**src/rtl/pwr_seq_pkg.sv**
```systemverilog
package pwr_seq_pkg;

    typedef enum logic [3:0] {
        ST_OFF     = 4'd0,
        ST_WAKEUP  = 4'd1,
        ST_INIT    = 4'd2,
        ST_IDLE    = 4'd3,
        ST_TX      = 4'd4,
        ST_RX      = 4'd5,
        ST_SNOOZE  = 4'd6,
        ST_SLEEP   = 4'd7,
        ST_DEEP    = 4'd8,
        ST_SAVE    = 4'd9,
        ST_RESTORE = 4'd10
    } pwr_state_e;

    typedef enum logic [1:0] {
        CLK_NONE  = 2'd0,
        CLK_XDIV2 = 2'd1,
        CLK_XTAL  = 2'd2,
        CLK_PLL   = 2'd3
    } clk_src_e;

endpackage

```
**src/rtl/pwr_wake_filter.sv**
```systemverilog
module pwr_wake_filter #(
    parameter int HOLD_CYC = 3,
    localparam int HW = $clog2(HOLD_CYC + 1)
) (
    input  logic clk,
    input  logic rst_n,
    input  logic enable,
    input  logic raw,
    output logic qual
);
    logic [HW-1:0] hold_q;

    always_ff @(posedge clk or negedge rst_n) begin
        if (!rst_n) begin
            hold_q <= '0;
        end else if (!enable || !raw) begin
            hold_q <= '0;
        end else if (hold_q != HW'(HOLD_CYC)) begin
            hold_q <= hold_q + 1'b1;
        end
    end

    assign qual = (hold_q == HW'(HOLD_CYC));
endmodule

```
**src/rtl/pwr_seq_timer.sv**
```systemverilog
module pwr_seq_timer #(
    parameter int CW = 4
) (
    input  logic          clk,
    input  logic          rst_n,
    input  logic          restart,
    input  logic          half_rate,
    input  logic [CW-1:0] limit,
    output logic          done
);
    logic [CW-1:0] cnt_q;
    logic          ph_q;
    logic          tick;

    assign tick = half_rate ? ph_q : 1'b1;

    always_ff @(posedge clk or negedge rst_n) begin
        if (!rst_n) begin
            cnt_q <= '0;
            ph_q  <= 1'b0;
        end else if (restart) begin
            cnt_q <= '0;
            ph_q  <= 1'b0;
        end else begin
            ph_q <= ~ph_q;
            if (tick) cnt_q <= cnt_q + 1'b1;
        end
    end

    assign done = tick && ((cnt_q + 1'b1) == limit);
endmodule

```
**src/rtl/pwr_seq_ctrl.sv**
```systemverilog
module pwr_seq_ctrl
    import pwr_seq_pkg::*;
#(
    parameter int WAKE_CYC   = 8,
    parameter int COPY_CYC   = 6,
    parameter int HOLD_CYC   = 3,
    parameter int SNOOZE_CYC = 5,
    localparam int MAXC = (WAKE_CYC > COPY_CYC) ?
                          ((WAKE_CYC > SNOOZE_CYC) ? WAKE_CYC : SNOOZE_CYC) :
                          ((COPY_CYC > SNOOZE_CYC) ? COPY_CYC : SNOOZE_CYC),
    localparam int CW = $clog2(MAXC + 2)
) (
    input  logic       clk,
    input  logic       rst_n,
    input  logic       pwr_good,
    input  logic       pll_lock,
    input  logic       tx_start,
    input  logic       rx_start,
    input  logic       dly_mode,
    input  logic       dly_hit,
    input  logic       tx_done,
    input  logic       rx_done,
    input  logic       snooze_req,
    input  logic       wake_pin,
    input  logic       cs_n,
    input  logic       sleep_tmr_exp,
    input  logic       irq_pend,
    input  logic       auto_sleep_tx,
    input  logic       auto_sleep_rx,
    input  logic       sleep_deep,
    input  logic       wake_cs_en,
    input  logic       wake_pin_en,
    input  logic       tmr_wake_en,
    input  logic       restore_en,
    input  logic       force_init,
    output logic [3:0] state_o,
    output logic [1:0] clk_sel,
    output logic       core_rst_n,
    output logic       pll_en,
    output logic       tx_en,
    output logic       rx_en,
    output logic       aon_save,
    output logic       aon_restore
);
    pwr_state_e    state_q, state_d;
    logic          restart, tmr_done;
    logic [CW-1:0] limit;
    logic          tx_pend_q, rx_pend_q, snz_rx_q, from_sleep_q, deep_q;
    logic          sleep_like;
    logic [1:0]    wake_raw, wake_en, wake_qual;
    logic          any_wake;
    logic          go_tx, go_rx;

    // duration selection per timed state
    always_comb begin
        unique case (state_q)
            ST_SAVE, ST_RESTORE: limit = CW'(COPY_CYC);
            ST_SNOOZE:           limit = CW'(SNOOZE_CYC);
            default:             limit = CW'(WAKE_CYC);
        endcase
    end

    assign restart = (state_d != state_q);

    pwr_seq_timer #(.CW(CW)) u_timer (
        .clk       (clk),
        .rst_n     (rst_n),
        .restart   (restart),
        .half_rate (state_q == ST_SNOOZE),
        .limit     (limit),
        .done      (tmr_done)
    );

    // wake qualifiers: index 0 chip select, index 1 wake pin
    assign sleep_like  = (state_q == ST_SAVE) || (state_q == ST_SLEEP) || (state_q == ST_DEEP);
    assign wake_raw[0] = ~cs_n;
    assign wake_raw[1] = wake_pin;
    assign wake_en[0]  = wake_cs_en && sleep_like;
    assign wake_en[1]  = wake_pin_en && sleep_like;

    for (genvar g = 0; g < 2; g++) begin : g_wake
        pwr_wake_filter #(.HOLD_CYC(HOLD_CYC)) u_filt (
            .clk    (clk),
            .rst_n  (rst_n),
            .enable (wake_en[g]),
            .raw    (wake_raw[g]),
            .qual   (wake_qual[g])
        );
    end

    assign any_wake = |wake_qual;
    assign go_tx = (tx_start && !dly_mode) || (tx_pend_q && dly_hit);
    assign go_rx = (rx_start && !dly_mode) || (rx_pend_q && dly_hit);

    // next-state logic
    always_comb begin
        state_d = state_q;
        if (!pwr_good) begin
            state_d = ST_OFF;
        end else begin
            unique case (state_q)
                ST_OFF:     state_d = ST_WAKEUP;
                ST_WAKEUP:  if (tmr_done) state_d = (from_sleep_q && restore_en) ? ST_RESTORE : ST_INIT;
                ST_RESTORE: if (tmr_done) state_d = ST_INIT;
                ST_INIT:    if (!force_init && pll_lock) state_d = ST_IDLE;
                ST_IDLE: begin
                    if (force_init)      state_d = ST_INIT;
                    else if (snz_rx_q)   state_d = ST_RX;
                    else if (go_tx)      state_d = ST_TX;
                    else if (go_rx)      state_d = ST_RX;
                    else if (snooze_req) state_d = ST_SNOOZE;
                end
                ST_TX:      if (tx_done) state_d = (auto_sleep_tx && !irq_pend) ? ST_SAVE : ST_IDLE;
                ST_RX:      if (rx_done) state_d = (auto_sleep_rx && !irq_pend) ? ST_SAVE : ST_IDLE;
                ST_SNOOZE:  if (tmr_done) state_d = ST_INIT;
                ST_SAVE:    if (tmr_done) state_d = deep_q ? ST_DEEP : ST_SLEEP;
                ST_SLEEP:   if (any_wake || (tmr_wake_en && sleep_tmr_exp)) state_d = ST_WAKEUP;
                ST_DEEP:    if (any_wake) state_d = ST_WAKEUP;
                default:    state_d = ST_OFF;
            endcase
        end
    end

    // state register
    always_ff @(posedge clk or negedge rst_n) begin
        if (!rst_n) state_q <= ST_OFF;
        else        state_q <= state_d;
    end

    // sequencing flags
    always_ff @(posedge clk or negedge rst_n) begin
        if (!rst_n) begin
            tx_pend_q    <= 1'b0;
            rx_pend_q    <= 1'b0;
            snz_rx_q     <= 1'b0;
            from_sleep_q <= 1'b0;
            deep_q       <= 1'b0;
        end else begin
            if (state_q == ST_IDLE) begin
                if (tx_start && dly_mode) tx_pend_q <= 1'b1;
                if (rx_start && dly_mode) rx_pend_q <= 1'b1;
            end
            if (state_d == ST_TX || state_d == ST_OFF) tx_pend_q <= 1'b0;
            if (state_d == ST_RX || state_d == ST_OFF) rx_pend_q <= 1'b0;

            if (state_q == ST_SNOOZE && state_d == ST_INIT) snz_rx_q <= 1'b1;
            else if (state_d == ST_RX || state_d == ST_OFF) snz_rx_q <= 1'b0;

            if ((state_q == ST_SLEEP || state_q == ST_DEEP) && state_d == ST_WAKEUP)
                from_sleep_q <= 1'b1;
            else if (state_q == ST_OFF || state_d == ST_INIT)
                from_sleep_q <= 1'b0;

            if (state_d == ST_SAVE && state_q != ST_SAVE) deep_q <= sleep_deep;
        end
    end

    // outputs from the current state
    always_comb begin
        clk_sel     = CLK_NONE;
        core_rst_n  = 1'b1;
        pll_en      = 1'b0;
        tx_en       = 1'b0;
        rx_en       = 1'b0;
        aon_save    = 1'b0;
        aon_restore = 1'b0;
        unique case (state_q)
            ST_OFF:     core_rst_n = 1'b0;
            ST_WAKEUP: begin
                core_rst_n = 1'b0;
                clk_sel    = CLK_XDIV2;
            end
            ST_RESTORE: begin
                clk_sel     = CLK_XDIV2;
                aon_restore = 1'b1;
            end
            ST_INIT: begin
                clk_sel = force_init ? CLK_XTAL : CLK_XDIV2;
                pll_en  = !force_init;
            end
            ST_IDLE: begin
                clk_sel = CLK_PLL;
                pll_en  = 1'b1;
            end
            ST_TX: begin
                clk_sel = CLK_PLL;
                pll_en  = 1'b1;
                tx_en   = 1'b1;
            end
            ST_RX: begin
                clk_sel = CLK_PLL;
                pll_en  = 1'b1;
                rx_en   = 1'b1;
            end
            ST_SNOOZE:  clk_sel = CLK_XDIV2;
            ST_SAVE: begin
                clk_sel  = CLK_XDIV2;
                aon_save = 1'b1;
            end
            ST_SLEEP, ST_DEEP: clk_sel = CLK_NONE;
            default:    core_rst_n = 1'b0;
        endcase
    end

    assign state_o = state_q;
endmodule

```
**config.mk**
```make
export PLATFORM = sky130hd
export DESIGN_NAME = pwr_seq_ctrl
export DESIGN_NICKNAME = d
export VERILOG_FILES = /design/src/rtl/pwr_seq_pkg.sv /design/src/rtl/pwr_wake_filter.sv /design/src/rtl/pwr_seq_timer.sv /design/src/rtl/pwr_seq_ctrl.sv
export SDC_FILE = /design/constraint.sdc
export NUM_CORES = 1
export LEC_CHECK = 0
export BUFFER_PORTS_ARGS = -buffer_cell sky130_fd_sc_hd__buf_4
export CAP_MARGIN = 20
export CORE_MARGIN = 2
export CORE_UTILIZATION = 54
export CTS_BUF_LIST = sky130_fd_sc_hd__clkbuf_16
export CTS_CLUSTER_SIZE = 25
export DETAILED_ROUTE_END_ITERATION = 8
export GPL_TIMING_DRIVEN = 0
export MAX_ROUTING_LAYER = met4
export PLACE_DENSITY = 0.8
export SETUP_SLACK_MARGIN = 0.2
export SYNTH_ARGS = -nofsm -noshare
export SYNTH_HDL_FRONTEND = slang
export SYNTH_HIERARCHICAL = 1
export SYNTH_SLANG_ARGS = --single-unit
export TNS_END_PERCENT = 20
```
**constraint.sdc**
```tcl
create_clock -name clk -period 4.4 [get_ports clk]
set_input_delay 0.22 -clock clk [delete_from_list [all_inputs] [get_ports clk]]
set_output_delay 0.22 -clock clk [all_outputs]
set_load 0.005 [all_outputs]
```
**After elaboration in Yosys (flattened, before gate mapping)**

Cells that the tools add are included.

- Register bits: 18
- Latch bits: 0
- RAM bits: 0
- Bits in read-only memories: 0
- Input port bits: 23
- Output and inout bits: 12
- Logic and storage cells: 135
- Memories: 0

- Add/sub/neg operators: 3
- $mul: 0
- Div/mod/pow operators: 0
- Order comparisons: 0
- Eq/ne operators: 22
- Shifts and indexed selects: 0
- Multiplexer cells: 46
- Bitwise logic cells: 1
- Reductions and logical operators: 53

Operator list:

| kind | number |
|---|---|
| 4-bit two-way mux | 20 |
| 4-bit one-hot mux with 10 select lines | 1 |
| 4-bit by 3-bit == test with 1-bit output, second input constant | 6 |
| 2-bit nonzero test | 9 |
| 1-bit logical AND | 17 |
| 1-bit two-way mux | 17 |
| 4-bit == test, second input constant | 4 |
| 4-bit by 2-bit == test with 1-bit output, second input constant | 3 |
| 1-bit logical OR | 11 |
| 2-bit two-way mux | 5 |
| 9-bit OR reduction | 1 |
| 4-bit by 1-bit == test with 1-bit output, second input constant | 2 |
| 4-bit logical NOT | 2 |
| 4-bit one-hot mux with 2 select lines | 1 |
| 1-bit logical NOT | 6 |
| 2-bit one-hot mux with 3 select lines | 1 |
| 2-bit OR reduction | 3 |
| 2-bit by 1-bit adder with 2-bit output, second input constant | 2 |
| 4-bit by 1-bit adder with 4-bit output, second input constant | 1 |
| 2-bit == test, second input constant | 2 |
| 4-bit == test | 1 |
| 2-bit inequality test, second input constant | 2 |
| 4-bit inequality test | 1 |
| 4-bit inequality test, second input constant | 1 |
| 5 further kinds | 6 |

**Depth between registers and ports, before layout**

- Word-level depth: 13
- Depth in mapped cells: 19
- Mapped depth without buffers: 16

**Hierarchy**

Netlist, hierarchy kept.

By module, submodules not included:

| module | instances | cells an instance | area each (µm²) | seq. area each (µm²) |
|---|---|---|---|---|
| pwr_seq_ctrl | 1 | 150 | 1089.8 | 225.2 |
| pwr_seq_timer | 1 | 29 | 287.8 | 125.1 |
| pwr_wake_filter | 2 | 8 | 92.6 | 50.0 |

**Least setup slack after synthesis**

No wires, ideal clock.

- Kind: register to register
- Start point: register state_q[2], in the netlist state_o[2]
- End point: register u_timer.cnt_q[2]
- Library setup time: 0.079 ns
- Arrival time: 3.218 ns
- Required time: 4.321 ns
- Slack: 1.102 ns
- Stages on the path, launching flop included: 18
- Buffers on the path: 3
- Clock period less this slack: 3.298 ns
- Cells stage by stage: dfrtp_1 > buf_2 > buf_2 > nand2b_1 > a21oi_1 > or2_2 > inv_1 > xor2_1 > xnor2_1 > nor4_1 > clkbuf_1 > nand4b_1 > a311oi_1 > nand2_1 > a31o_2 > a21oi_1 > nand4b_1 > a21oi_1

- Cells in the longest elaborated chain, start to end: 10
- Elaborated cells between the ends (all ways): 35
- Those cells by class: eq/ne: 12; mux: 18; reduce/logical: 5

Ends and longest elaborated chain:

| what | line | text |
|---|---|---|
| start, declared | pwr_seq_ctrl.sv:45 | `pwr_state_e state_q, state_d;` |
| start signal, assigned | pwr_seq_ctrl.sv:127 | `else state_q <= state_d;` |
| 4-bit == test | pwr_seq_ctrl.sv:56 | `unique case (state_q)` |
| 2-bit OR reduction | pwr_seq_ctrl.sv:56 |  |
| 4-bit one-hot mux with 2 select lines * | pwr_seq_ctrl.sv:56 |  |
| named net limit[1] | pwr_seq_ctrl.sv:47 | `logic [CW-1:0] limit;` |
| 4-bit == test * | pwr_seq_timer.sv:30 | `assign done = tick && ((cnt_q + 1'b1) == limit);` |
| 1-bit logical AND * | pwr_seq_timer.sv:30 |  |
| named net tmr_done | pwr_seq_ctrl.sv:46 | `logic restart, tmr_done;` |
| 4-bit two-way mux (on tied branches) | -- |  |
| 4-bit one-hot mux with 10 select lines * | pwr_seq_ctrl.sv:101 | `unique case (state_q)` |
| 4-bit two-way mux * | pwr_seq_ctrl.sv:98 | `if (!pwr_good) begin` |
| 4-bit inequality test * | pwr_seq_ctrl.sv:63 | `assign restart = (state_d != state_q);` |
| named net restart | pwr_seq_ctrl.sv:46 |  |
| 4-bit two-way mux or 2-bit nonzero test (tied branches) | -- |  |
| end signal, assigned | pwr_seq_timer.sv:26 | `if (tick) cnt_q <= cnt_q + 1'b1;` |
| end, declared | pwr_seq_timer.sv:11 | `logic [CW-1:0] cnt_q;` |

Mark *: on every way through the listed nets, which the timed path passes. The rest lies on a longest branch.
A chain may end at the register's enable or synchronous reset.

**Worst setup path after layout**

- Start point: register state_q[2], in the netlist state_o[2]
- End point: register u_timer.cnt_q[2]

- Cells in the longest elaborated chain, start to end: 10
- Elaborated cells between the ends (all ways): 35
- Those cells by class: eq/ne: 12; mux: 18; reduce/logical: 5

Ends and longest elaborated chain:

| what | line |
|---|---|
| 4-bit == test | pwr_seq_ctrl.sv:56 |
| 2-bit OR reduction | pwr_seq_ctrl.sv:56 |
| 4-bit one-hot mux with 2 select lines * | pwr_seq_ctrl.sv:56 |
| named net limit[1] | pwr_seq_ctrl.sv:47 |
| 4-bit == test * | pwr_seq_timer.sv:30 |
| 1-bit logical AND * | pwr_seq_timer.sv:30 |
| named net tmr_done | pwr_seq_ctrl.sv:46 |
| 4-bit two-way mux (on tied branches) | -- |
| 4-bit one-hot mux with 10 select lines * | pwr_seq_ctrl.sv:101 |
| 4-bit two-way mux * | pwr_seq_ctrl.sv:98 |
| named net state_d[0] | pwr_seq_ctrl.sv:45 |
| 4-bit inequality test * | pwr_seq_ctrl.sv:63 |
| named net restart | pwr_seq_ctrl.sv:46 |
| 4-bit two-way mux or 2-bit nonzero test (tied branches) | -- |

Marks and branches as above.

==> run metrics <==
Max-cap violations=0; share of post-route cells with drive strength above 1=26.9%; final-stage net count=261; cell chain of the critical path=clkbuf_4, buf_2, nand2b_1, a21oi_2, or2_2, inv_1, xor2_1, xnor2_1, nor4_2, buf_4, nand2_1, a22o_1, a22oi_1, nand3_1, nand2_1, inv_1, xnor2_1, nand4b_1, a21oi_1; Met1 Wirelength=1790 µm; Non-Filler Instances=265; initial antenna violation count=0; Synth Area in Adders=2.40%; WL per Instance=16.2 µm; number of max-slew violations in the final report=0; I/O Pins=35; commonest non-fill, non-tap cell in the layout=buf_4; Startpoint Class=flop; Mapped Cells=195; Sequential Power Share=25.0%; Root Driver=clkbuf_16; Worst R2R Path Depth=19; IO buf count=34; critical path data required time=4.58 ns; register area=452 µm²; P per Cell Area=450 nW/µm²; Worst Hold Depth=2; Yosys warning count=6; Net Switching=362 µW; syn avg cell area=8.01 µm²; fillers=234; Final ANT Viol Nets=0; Remaining Overflow, GRT=0; vias per cell=6.07; Clk pwr share=20.8%; detailed-placement wirelength estimate=3480 µm; P_int=524 µW; routed length on met3=283 µm; min Tclk post-route=3.83 ns; number of synthesized flops with an enable pin=0; post-synthesis mux area share=2.64%; Worst-Skew Late Latency=0.25 ns; number of different library cells in the post-synthesis netlist=58; Tcrit/Tclk final=87.0%; Remaining DRCs=0; Max Fclk=261 MHz; Compound-Gate Fraction of Synth Area=21.7%; status=completed; clock-pin slew on the worst setup and hold paths=0.05 ns; multi-input logic area=1020 µm²; full die area=3340 µm²; HP Class=input pin to flop; final setup vio count=0; largest net degree at the start of global routing=19; Bufs on Longest Clock Path=2; clock skew=0.00634 ns; final hold violations=0; 1st-iter DRT viols=117; post-synthesis xor/xnor area fraction=5.60%; floorplan row count=19; maximum VDD drop=0.408 mV; Crit path arrival time=4.01 ns; router iterations before antenna repair=4; commonest cells after routing, fill and taps aside=buf_4, nor2_1, nand2_1, dfrtp_1; Setup crit end kind=flop; Main synth FF type=dfrtp_1; core area=2760 µm²; TritonCTS Buffers=3; sw frac=40.8%; Num Clock Sinks=18; Max stage delay on crit path=0.40 ns; CP max-delay cell=dfrtp_1; Post-Syn Nets=221; vias in the first global route=1535; DR top layer=met4; post-synthesis sequential area ratio=28.8%; Fin Setup TNS=0 ns; routed wl met2=2170 µm; Least-Margin Pin Slew=0.448 ns; relative slew slack=70.0%; Final Routed Wirelength=4300 µm; Seq cells post-synth=18; Area Growth Syn to Fin=26.0%; RSZ-0062 raised after global routing=no; Mapped Area=1560 µm²; post-CTS setup buffers=0; height of the die=57.8 µm; Crit Path Max Fanout=10; Combinational Power Share=54.2%; detailed-route via count=1608; DIE WIDTH=57.8 µm; Simple-Gate Fraction of Synth Area=32.2%; Antenna diodes=0; main combinational cell family by area after synthesis=simple AND/OR/NAND/NOR gates; Post-synth ARST share=100%; Total Routing Usage GR=28.9%; CTS tree=done; final RePlAce weighted congestion=0.907; critical path type=flop to flop; initial core utilization=56.7%; Leak=0.000910 µW; first-pass GRT wire length=7160 µm; Placed Cells incl. Taps=260; H-tree levels=1
metrics by stage:
stage	setup slack (ns)	utilization [%]	hold WS [ns]	instance area, µm²	total power, µW
floorplan	1.10	-	-0.0756	1560	534
global placement	0.474	67.3	0.0941	1860	674
detailed placement	0.352	67.3	0.101	1860	687
CTS	0.335	70.6	0.220	1950	873
global route	0.251	71.4	0.224	1970	946
finish	0.570	71.4	0.220	1970	886
final timing paths:
path,start,endpoint,slack [ns]
min in group asynchronous,rst_n,u_timer/cnt_q[2]$_DFFE_PN0P_,0.37
worst min-delay path,sleep_deep,deep_q$_DFFE_PN0P_,0.22
max in group asynchronous,rst_n,state_o[3]$_DFF_PN0_,3.82
worst max register to register,state_o[2]$_DFF_PN0_,u_timer/cnt_q[2]$_DFFE_PN0P_,0.57
worst min register to register,u_timer/ph_q$_DFF_PN0_,u_timer/ph_q$_DFF_PN0_,0.42
worst max-delay path,state_o[2]$_DFF_PN0_,u_timer/cnt_q[2]$_DFFE_PN0P_,0.57
cell families (layout without fill, tap and decap cells):
group,Yosys count,in the layout
mux,4,4
fa+ha+maj,3,3
simple gates,86,86
compound gates,51,51
buf+inv,23,62
flops,18,18
xor+xnor,10,10
cells in the mapped netlist, types with 5 or more instances:
library cell  number  share of area [%]
nor2_1            23                5.5
dfrtp_1           18                 29
nand2_1           17                4.1
a21oi_1           14                4.5
inv_1             13                3.1
o21ai_0           10                3.2
nand2b_1           8                3.2
buf_2              7                2.2
xnor2_1            5                2.8
xor2_1             5                2.8
flip-flops by register name (all words and copies together), names as in the netlist:
| name | cells |
|---|---|
| deep_q | 1 |
| rx_pend_q | 1 |
| u_timer/ph_q | 1 |
| u_timer/cnt_q | 4 |
| g_wake.u_filt/hold_q | 4 |
| tx_pend_q | 1 |
| state_o | 4 |
| from_sleep_q | 1 |
| snz_rx_q | 1 |
routing by layer:
layer  global-route usage, %  vias to the layer above
li1                        -                      781
met1                    35.3                      756
met2                    50.2                       64
met3                    3.79                        7
met4                    7.97                        0
met5                       -                        -
power by group through the flow:
stage               combinational, µW  clock, µW  sequential (µW)
detailed placement                463          0              224
global placement                  452          0              222
finish                            480        184              222
floorplan                         317          0              218
global route                      528        191              227
CTS                               466        185              222
worst max-delay path, delay by kind of cell (launching register included):
kind / cells / cell delay (ns)
compound gates: 4 / 0.66
xor+xnor: 3 / 0.41
buf+inv: 5 / 0.86
flops: 1 / 0.40
simple gates: 7 / 1.42
final cells by class:
type / count / share of cell area, %
flip-flops and latches: 18 / 22.9
clock buffers: 3 / 3.81
repair buffers: 35 / 13.5
plain buffers: 10 / 3.11
multi-input cells: 154 / 52.0
clock inverters: 1 / 0.191
well taps: 31 / 1.97
inverters: 13 / 2.48
what timing repair did:
item,in CTS,in global routing
setup endpoints to repair,0,6
endpoints found under the hold margin,18,0
gates resized for setup,0,8
hold buffers,1,0
Note: power is estimated with default switching activity, not from simulation.
